**src/rtl/vsp_pkg.sv**
```systemverilog
package vsp_pkg;

   localparam logic [5:0] AM_A32_DATA = 6'h09;
   localparam logic [5:0] AM_A24_DATA = 6'h39;

   typedef enum logic [2:0] {
      ST_IDLE,
      ST_LATCH,
      ST_DRIVE,
      ST_ACK,
      ST_SKIP
   } cyc_state_t;

   // byte enables, bit 3 = data bits 31:24
   function automatic logic [3:0] lane_mask(input logic lword_n, input logic a1,
                                            input logic ds1_n, input logic ds0_n);
      logic [1:0] pair;
      pair = {~ds1_n, ~ds0_n};
      if (!lword_n)
         return 4'hF;
      else if (a1)
         return {2'b00, pair};
      else
         return {pair, 2'b00};
   endfunction

endpackage

```
**src/rtl/vsp_sync.sv**
```systemverilog
module vsp_sync #(
   parameter int unsigned W      = 8,
   parameter int unsigned STAGES = 2,
   parameter logic [W-1:0] RST_VAL = '0
) (
   input  logic         clk,
   input  logic         rst_n,
   input  logic [W-1:0] d,
   output logic [W-1:0] q
);

   initial begin
      assert (STAGES >= 2) else $error("vsp_sync: STAGES must be at least 2");
   end

   logic [W-1:0] stg_q [STAGES];

   for (genvar s = 0; s < STAGES; s++) begin : g_stage
      if (s == 0) begin : g_first
         always_ff @(posedge clk or negedge rst_n) begin
            if (!rst_n) stg_q[0] <= RST_VAL;
            else        stg_q[0] <= d;
         end
      end else begin : g_next
         always_ff @(posedge clk or negedge rst_n) begin
            if (!rst_n) stg_q[s] <= RST_VAL;
            else        stg_q[s] <= stg_q[s-1];
         end
      end
   end

   assign q = stg_q[STAGES-1];

endmodule

```
**src/rtl/vsp_decode.sv**
```systemverilog
module vsp_decode
   import vsp_pkg::*;
#(
   parameter int unsigned WIN_LSB    = 5,
   parameter logic [31:0] BASE_A32   = 32'h0012_3400,
   parameter bit          ACCEPT_A24 = 1'b1,
   parameter logic [23:0] BASE_A24   = 24'h00_8000
) (
   input  logic [31:1] addr,
   input  logic [5:0]  am,
   output logic        hit
);

   initial begin
      assert (WIN_LSB >= 3 && WIN_LSB <= 23) else $error("vsp_decode: window width out of range");
   end

   logic hit32;
   logic hit24;

   assign hit32 = (am == AM_A32_DATA) && (addr[31:WIN_LSB] == BASE_A32[31:WIN_LSB]);

   if (ACCEPT_A24) begin : g_a24
      assign hit24 = (am == AM_A24_DATA) && (addr[23:WIN_LSB] == BASE_A24[23:WIN_LSB]);
   end else begin : g_no_a24
      assign hit24 = 1'b0;
   end

   assign hit = hit32 | hit24;

endmodule

```
**src/rtl/vsp_regfile.sv**
```systemverilog
module vsp_regfile #(
   parameter int unsigned NREGS = 8,
   parameter int unsigned IDXW  = 3
) (
   input  logic            clk,
   input  logic            rst_n,
   input  logic            wr_en,
   input  logic [IDXW-1:0] wr_idx,
   input  logic [3:0]      wr_be,
   input  logic [31:0]     wr_data,
   input  logic [IDXW-1:0] rd_idx,
   output logic [31:0]     rd_data
);

   initial begin
      assert (NREGS == (1 << IDXW)) else $error("vsp_regfile: NREGS must equal 2**IDXW");
   end

   logic [NREGS-1:0][31:0] flat;

   for (genvar g = 0; g < NREGS; g++) begin : g_reg
      logic [31:0] q;
      always_ff @(posedge clk or negedge rst_n) begin
         if (!rst_n) begin
            q <= '0;
         end else if (wr_en && (wr_idx == IDXW'(g))) begin
            for (int b = 0; b < 4; b++)
               if (wr_be[b]) q[8*b +: 8] <= wr_data[8*b +: 8];
         end
      end
      assign flat[g] = q;
   end

   assign rd_data = flat[rd_idx];

endmodule

```
**src/rtl/vme_slave_port.sv**
```systemverilog
module vme_slave_port
   import vsp_pkg::*;
#(
   parameter int unsigned NREGS       = 8,
   parameter int unsigned SYNC_STAGES = 2,
   parameter logic [31:0] BASE_A32    = 32'h0012_3400,
   parameter bit          ACCEPT_A24  = 1'b1,
   parameter logic [23:0] BASE_A24    = 24'h00_8000,
   localparam int unsigned IDXW       = (NREGS > 1) ? $clog2(NREGS) : 1
) (
   input  logic            clk,
   input  logic            rst_n,
   input  logic            vme_as_n,
   input  logic            vme_ds0_n,
   input  logic            vme_ds1_n,
   input  logic            vme_write_n,
   input  logic            vme_lword_n,
   input  logic [31:1]     vme_addr,
   input  logic [5:0]      vme_am,
   input  logic [31:0]     vme_data_in,
   output logic [31:0]     vme_data_out,
   output logic            vme_data_oe,
   output logic            vme_dtack_n,
   output logic            board_sel,
   output logic            loc_wr_stb,
   output logic            loc_rd_stb,
   output logic [IDXW-1:0] loc_idx,
   output logic [3:0]      loc_be,
   output logic [31:0]     loc_wdata
);

   localparam int unsigned WIN_LSB = IDXW + 2;
   localparam int unsigned SYNC_W  = 5 + 6 + 31 + 32;
   localparam logic [SYNC_W-1:0] SYNC_RST = {5'b11111, {(SYNC_W-5){1'b0}}};

   initial begin
      assert (NREGS >= 2) else $error("vme_slave_port: need at least two registers");
      assert (BASE_A32[WIN_LSB-1:0] == '0) else $error("vme_slave_port: 32-bit base not window aligned");
      assert (BASE_A24[WIN_LSB-1:0] == '0) else $error("vme_slave_port: 24-bit base not window aligned");
   end

   // ---------------- input synchronization ----------------
   logic [SYNC_W-1:0] raw_v, smp_v;
   logic        as_s, ds0_s, ds1_s, wr_s, lw_s;
   logic [5:0]  am_s;
   logic [31:1] addr_s;
   logic [31:0] data_s;

   assign raw_v = {vme_as_n, vme_ds0_n, vme_ds1_n, vme_write_n, vme_lword_n,
                   vme_am, vme_addr, vme_data_in};

   vsp_sync #(.W(SYNC_W), .STAGES(SYNC_STAGES), .RST_VAL(SYNC_RST)) sync_i (
      .clk   (clk),
      .rst_n (rst_n),
      .d     (raw_v),
      .q     (smp_v)
   );

   assign {as_s, ds0_s, ds1_s, wr_s, lw_s, am_s, addr_s, data_s} = smp_v;

   // ---------------- address / modifier decode ----------------
   logic hit;

   vsp_decode #(
      .WIN_LSB    (WIN_LSB),
      .BASE_A32   (BASE_A32),
      .ACCEPT_A24 (ACCEPT_A24),
      .BASE_A24   (BASE_A24)
   ) decode_i (
      .addr (addr_s),
      .am   (am_s),
      .hit  (hit)
   );

   // ---------------- cycle controller ----------------
   cyc_state_t  state_q;
   logic        cyc_wr_q;
   logic [IDXW-1:0] cyc_idx_q;
   logic [3:0]  cyc_be_q;
   logic [31:0] cyc_wdata_q;
   logic [31:0] dout_q;
   logic        oe_q;
   logic        dtack_n_q;
   logic        sel_q;
   logic [31:0] rf_rdata;

   logic strobe_on;
   logic all_released;

   assign strobe_on    = !as_s && (!ds0_s || !ds1_s);
   assign all_released = as_s && ds0_s && ds1_s;

   always_ff @(posedge clk or negedge rst_n) begin
      if (!rst_n) begin
         state_q     <= ST_IDLE;
         cyc_wr_q    <= 1'b0;
         cyc_idx_q   <= '0;
         cyc_be_q    <= '0;
         cyc_wdata_q <= '0;
         dout_q      <= '0;
         oe_q        <= 1'b0;
         dtack_n_q   <= 1'b1;
         sel_q       <= 1'b0;
      end else begin
         unique case (state_q)
            ST_IDLE: begin
               if (strobe_on) begin
                  if (hit) begin
                     state_q     <= ST_LATCH;
                     sel_q       <= 1'b1;
                     cyc_wr_q    <= !wr_s;
                     cyc_idx_q   <= addr_s[WIN_LSB-1:2];
                     cyc_be_q    <= lane_mask(lw_s, addr_s[1], ds1_s, ds0_s);
                     cyc_wdata_q <= data_s;
                  end else begin
                     state_q <= ST_SKIP;
                  end
               end
            end
            ST_LATCH: begin
               state_q <= ST_DRIVE;
               if (!cyc_wr_q) begin
                  dout_q <= rf_rdata;
                  oe_q   <= 1'b1;
               end
            end
            ST_DRIVE: begin
               state_q   <= ST_ACK;
               dtack_n_q <= 1'b0;
            end
            ST_ACK: begin
               if (all_released) begin
                  state_q   <= ST_IDLE;
                  dtack_n_q <= 1'b1;
                  oe_q      <= 1'b0;
                  sel_q     <= 1'b0;
               end
            end
            ST_SKIP: begin
               if (all_released) state_q <= ST_IDLE;
            end
            default: state_q <= ST_IDLE;
         endcase
      end
   end

   assign loc_wr_stb   = (state_q == ST_LATCH) &&  cyc_wr_q;
   assign loc_rd_stb   = (state_q == ST_LATCH) && !cyc_wr_q;
   assign loc_idx      = cyc_idx_q;
   assign loc_be       = cyc_be_q;
   assign loc_wdata    = cyc_wdata_q;
   assign vme_data_out = dout_q;
   assign vme_data_oe  = oe_q;
   assign vme_dtack_n  = dtack_n_q;
   assign board_sel    = sel_q;

   // ---------------- register bank ----------------
   vsp_regfile #(.NREGS(NREGS), .IDXW(IDXW)) regs_i (
      .clk     (clk),
      .rst_n   (rst_n),
      .wr_en   (loc_wr_stb),
      .wr_idx  (cyc_idx_q),
      .wr_be   (cyc_be_q),
      .wr_data (cyc_wdata_q),
      .rd_idx  (cyc_idx_q),
      .rd_data (rf_rdata)
   );

   // ---------------- assertions ----------------
   a_r5_dtack_needs_strobes: assert property (@(posedge clk) disable iff (!rst_n)
      $fell(vme_dtack_n) |-> $past(!as_s && (!ds0_s || !ds1_s)));

   a_r9_dtack_implies_select: assert property (@(posedge clk) disable iff (!rst_n)
      !vme_dtack_n |-> board_sel);

   a_r6_hold_while_strobed: assert property (@(posedge clk) disable iff (!rst_n)
      (!vme_dtack_n && !all_released) |=> !vme_dtack_n);

   a_r6_release_when_free: assert property (@(posedge clk) disable iff (!rst_n)
      (!vme_dtack_n && all_released) |=> vme_dtack_n);

   a_r7_oe_drops_with_dtack: assert property (@(posedge clk) disable iff (!rst_n)
      $rose(vme_dtack_n) |-> !vme_data_oe);

   a_r7_data_before_dtack: assert property (@(posedge clk) disable iff (!rst_n)
      ($fell(vme_dtack_n) && vme_data_oe) |-> $past(vme_data_oe));

   a_r10_single_strobe: assert property (@(posedge clk) disable iff (!rst_n)
      !(loc_wr_stb && loc_rd_stb));

   a_r10_strobe_one_clock: assert property (@(posedge clk) disable iff (!rst_n)
      (loc_wr_stb || loc_rd_stb) |=> !(loc_wr_stb || loc_rd_stb));

   a_r4_skip_silent: assert property (@(posedge clk) disable iff (!rst_n)
      (state_q == ST_SKIP) |-> (vme_dtack_n && !board_sel && !loc_wr_stb && !loc_rd_stb));

endmodule

```
**config.mk**
```make
export PLATFORM = sky130hd
export DESIGN_NAME = vme_slave_port
export DESIGN_NICKNAME = d
export VERILOG_FILES = /design/src/rtl/vsp_pkg.sv /design/src/rtl/vsp_sync.sv /design/src/rtl/vsp_decode.sv /design/src/rtl/vsp_regfile.sv /design/src/rtl/vme_slave_port.sv
export SDC_FILE = /design/constraint.sdc
export NUM_CORES = 1
export LEC_CHECK = 0
export BUFFER_PORTS_ARGS = -buffer_cell sky130_fd_sc_hd__buf_2
export CAP_MARGIN = 15
export CORE_AREA = 2 2 172 174
export DETAILED_ROUTE_END_ITERATION = 10
export DIE_AREA = 0 0 174 176
export PLACE_DENSITY = 0.87
export SETUP_SLACK_MARGIN = 0.4
export SLEW_MARGIN = 20
export SYNTH_ARGS = -nofsm -noshare
export SYNTH_HDL_FRONTEND = slang
export SYNTH_SLANG_ARGS = --single-unit
```
**constraint.sdc**
```tcl
create_clock -name clk -period 4.7 [get_ports clk]
set_clock_uncertainty 0.15 [all_clocks]
set_input_delay 0.235 -clock clk [delete_from_list [all_inputs] [get_ports clk]]
set_output_delay 0.235 -clock clk [all_outputs]
set_load 0.005 [all_outputs]
```
==> run_results.csv <==
group,metric,value,unit
run_status,status,"completed",
pwr,power_leakage,0.01061,uW
pwr,p_sw_share,20.59,%
placed_design,io_buffers,151,
worst_setup_path,cp-start-kind,"flop",
global_routing,antenna_found_initial,0,
synth,yosysTopAreaCell,"dfrtp_1",
floorplanning,initial_core_util,63.71,%
routing,antenna_left,0,
clock_tree,cts_resized,0,
floorplanning,ios,152,
routing,wl,39320,um
clock_tree,cts_tree,"yes",
global_routing,grt_pass1_vias,11460,
sta,tns,0,ps
min_path,hold_path.class,"in2reg",
synth,synth_cell_type_count,32,
floorplanning,die_area,30620,um^2
floorplanning,rows,62,
global_routing,grt_pass1_wl,63410,um
synth,netlist_area,18190,um^2
final_layout,area_growth,19.63,%
clock_tree,cts.htree.levels,2,
clock_tree,numCtsBuffers,46,
clock_tree,clockBufferDepth,3,
global_routing,global_route.overflow_total,0,
sta,period_share,72.50,%
routing,drt_iter0_markers,841,
placed_design,hpwl,21490,um
routing,vias_per_cell,5.847,
global_routing,gr-usage-met1,33.52,%
synth,postSynthNetCount,1141,
sta,rsz0062_at_grt,"false",
synth,synth_seq_cells,482,
synth,syn_inst,1065,
synth,synth_top_cell_area_share,64.80,%
floorplanning,die_h,176,um
placed_design,dp.cells,1568,
pwr,ir_worst_vdd,0.0003506,V
synth,postSynthAreaPerCell,17.08,um^2
worst_setup_path,required,4990,ps
synth,synth_edf_count,0,
final_layout,stdcell_count,1729,
worst_setup_path,path_max_fanout,44,
synth,synth_area_leaders,"dfrtp_1 65%, mux2_2 18%, mux4_2 7.9%, mux2i_1 1.8%, dfstp_2 1.6%",
global_routing,grtUsageMet2,47.73,%
global_routing,track_usage,26.97,%
final_layout,fill_cells,1615,
floorplanning,die_x,174,um
sta,slew_headroom,34.97,%
placed_design,finalWeightedCongestion,0.7539,
sta,setup_viol,0,
synth,yosys_most_used_dff,"dfrtp_1",
clock_tree,cts_num_sinks,482,
pwr,combPwrFrac,2.1,%
synth,synthArstFlopShare,100.0,%
floorplanning,core,28550,um^2
sta,final_hold_viol_count,0,
worst_setup_path,endpoint_kind,"flop",
global_routing,grt_max_degree,125,
global_routing,grt_use_met3,5.297,%
routing,drc,0,
final_layout,drive_above_1_share,45.28,%
synth,yosysWarnings,0,
pwr,power.density,388.4,nW/um^2
routing,wl_per_cell,22.74,um
global_routing,gr-max-usage-layer,"met2",
synth,synth-seq-area-share,66.39,%
clock_tree,clk_latency,550,ps
routing,vias,10110,
pwr,seqPwrFrac,50.5,%
final_layout,nets,1383,
sta,slew_violations,0,
pwr,p_clk_share,47.4,%
flow_run,max_cap_violations,0,
worst_setup_path,path_class,"reg2reg",
pwr,internal-power,6711,uW
clock_tree,clk_pin_slew,70,ps
sta,fin_crit,3407,ps
routing,dr.pass1.iters,5,
clock_tree,clockRootBuffer,"clkbuf_16",
worst_setup_path,critical_path_arrival,3690,ps
sta,tightest_slew,975.4,ps
pwr,netSwitchingPower,1740,uW
final_layout,n_antenna_cell,0,
sta,max_freq,0.2935,GHz
==> final timing paths <==
check,from,to,slack [ps],cells after the start
worst max-delay path,loc_idx[0]$_DFFE_PN0P_,regs_i.g_reg[7].q[2]$_DFFE_PN0P_,1290,5
worst min-delay path,vme_addr[8],sync_i.stg_q[113]$_DFF_PN0_,170,2
worst max register to register,loc_idx[0]$_DFFE_PN0P_,regs_i.g_reg[7].q[2]$_DFFE_PN0P_,1290,5
worst min register to register,sync_i.stg_q[94]$_DFF_PN0_,sync_i.q[20]$_DFF_PN0_,200,0
max in group asynchronous,rst_n,vme_data_out[1]$_DFFE_PN0P_,2730,3
min in group asynchronous,rst_n,loc_wdata[19]$_DFFE_PN0P_,190,2
==> registers in the layout, indices dropped and copies added (netlist names) <==
signal	cells
state_q	3
loc_idx	3
loc_wdata	32
sync_i.stg_q	74
regs_i.g.q	256
vme_dtack_n	1
vme_data_oe	1
loc_be	4
vme_data_out	32
sync_i.q	74
cyc_wr_q	1
board_sel	1
==> cells by family after synthesis <==
group | count (synthesis) | synth area share [%]
AO/OA/AOI/OAI | 45 | 1.465
flip-flops | 482 | 66.39
AND/OR/NAND/NOR | 102 | 2.972
multiplexers | 392 | 28.00
buffers and inverters | 44 | 1.169
==> layout make-up <==
| type | instances | area [um^2] | area share [%] |
|---|---|---|---|
| flip-flops and latches | 482 | 12080 | 55.53 |
| well taps | 384 | 480.5 | 2.208 |
| multi-input cells | 539 | 5907 | 27.15 |
| clock inverters | 20 | 330.3 | 1.518 |
| inverters | 3 | 11.26 | 0.05175 |
| repair buffers | 235 | 1622 | 7.453 |
| clock buffers | 66 | 1326 | 6.095 |
==> metal layers <==
layer	wire length, um	up-vias
li1	-	4376
met1	14910	5335
met2	20990	318
met3	2204	81
met4	1213	0
met5	0	-
==> layout by cell type, fill, tap and decap left out, types with 6 or more instances in the layout <==
| master | instances |
|---|---|
| dfrtp_1 | 468 |
| mux2_2 | 286 |
| buf_2 | 150 |
| dlygate4sd3_1 | 75 |
| mux4_2 | 64 |
| clkbuf_16 | 46 |
| nor2_1 | 40 |
| mux2i_1 | 33 |
| a21oi_1 | 32 |
| nand2_1 | 31 |
| dfstp_2 | 11 |
| clkbuf_8 | 10 |
| clkbuf_1 | 10 |
| mux2_1 | 9 |
| bufinv_16 | 8 |
| nand3_1 | 6 |
| nor4b_2 | 6 |
| buf_4 | 6 |
==> power groups by stage <==
stage               clock network, uW  registers, uW  logic (uW)
CTS                              4040           4260         180
global placement                    0           4330         126
detailed placement                  0           4340         130
finish                           4010           4260         178
global route                     4240           4270         204
floorplan                           0           4310        17.6
==> synthesized netlist by cell type (all sizes together) (2+ instances only) <==
master  instances
dfrtp         471
mux2          295
mux4           64
nor2           40
mux2i          33
a21oi          32
nand2          31
buf            21
clkbuf         20
dfstp          11
nor4b           7
nand3           6
nor4            5
o21ai           5
nor4bb          4
a211oi          3
inv             3
nand4           3
a21o            2
nor2b           2
==> worst max-delay path: stages, from the launching register on <==
cell and delay (ps):
dfrtp_4 800, buf_4 790, nand2_1 130, nor4b_2 590, nand2_1 410, mux2_2 380
==> repair_timing <==
item,4_1_cts,5_1_grt
setup buffers,0,0
hold buffers,75,0
endpoints found under the hold margin,192,0
==> per-stage QoR <==
stage                     total power [uW]  worst slack (ps)  hold slack [ps]  utilization (%)  cell area [um^2]
after floorplan                       4331              2525           -210.6                -             18190
after global placement                4455              1329            181.8            67.79             19350
after detailed placement              4466              1310            184.7            67.79             19350
after CTS                             8478              1283            146.6            76.22             21760
after global routing                  8715              1032            160.3            76.22             21760
final                                 8451              1293            171.3            76.22             21760
Power figures use the tool's default switching activity.
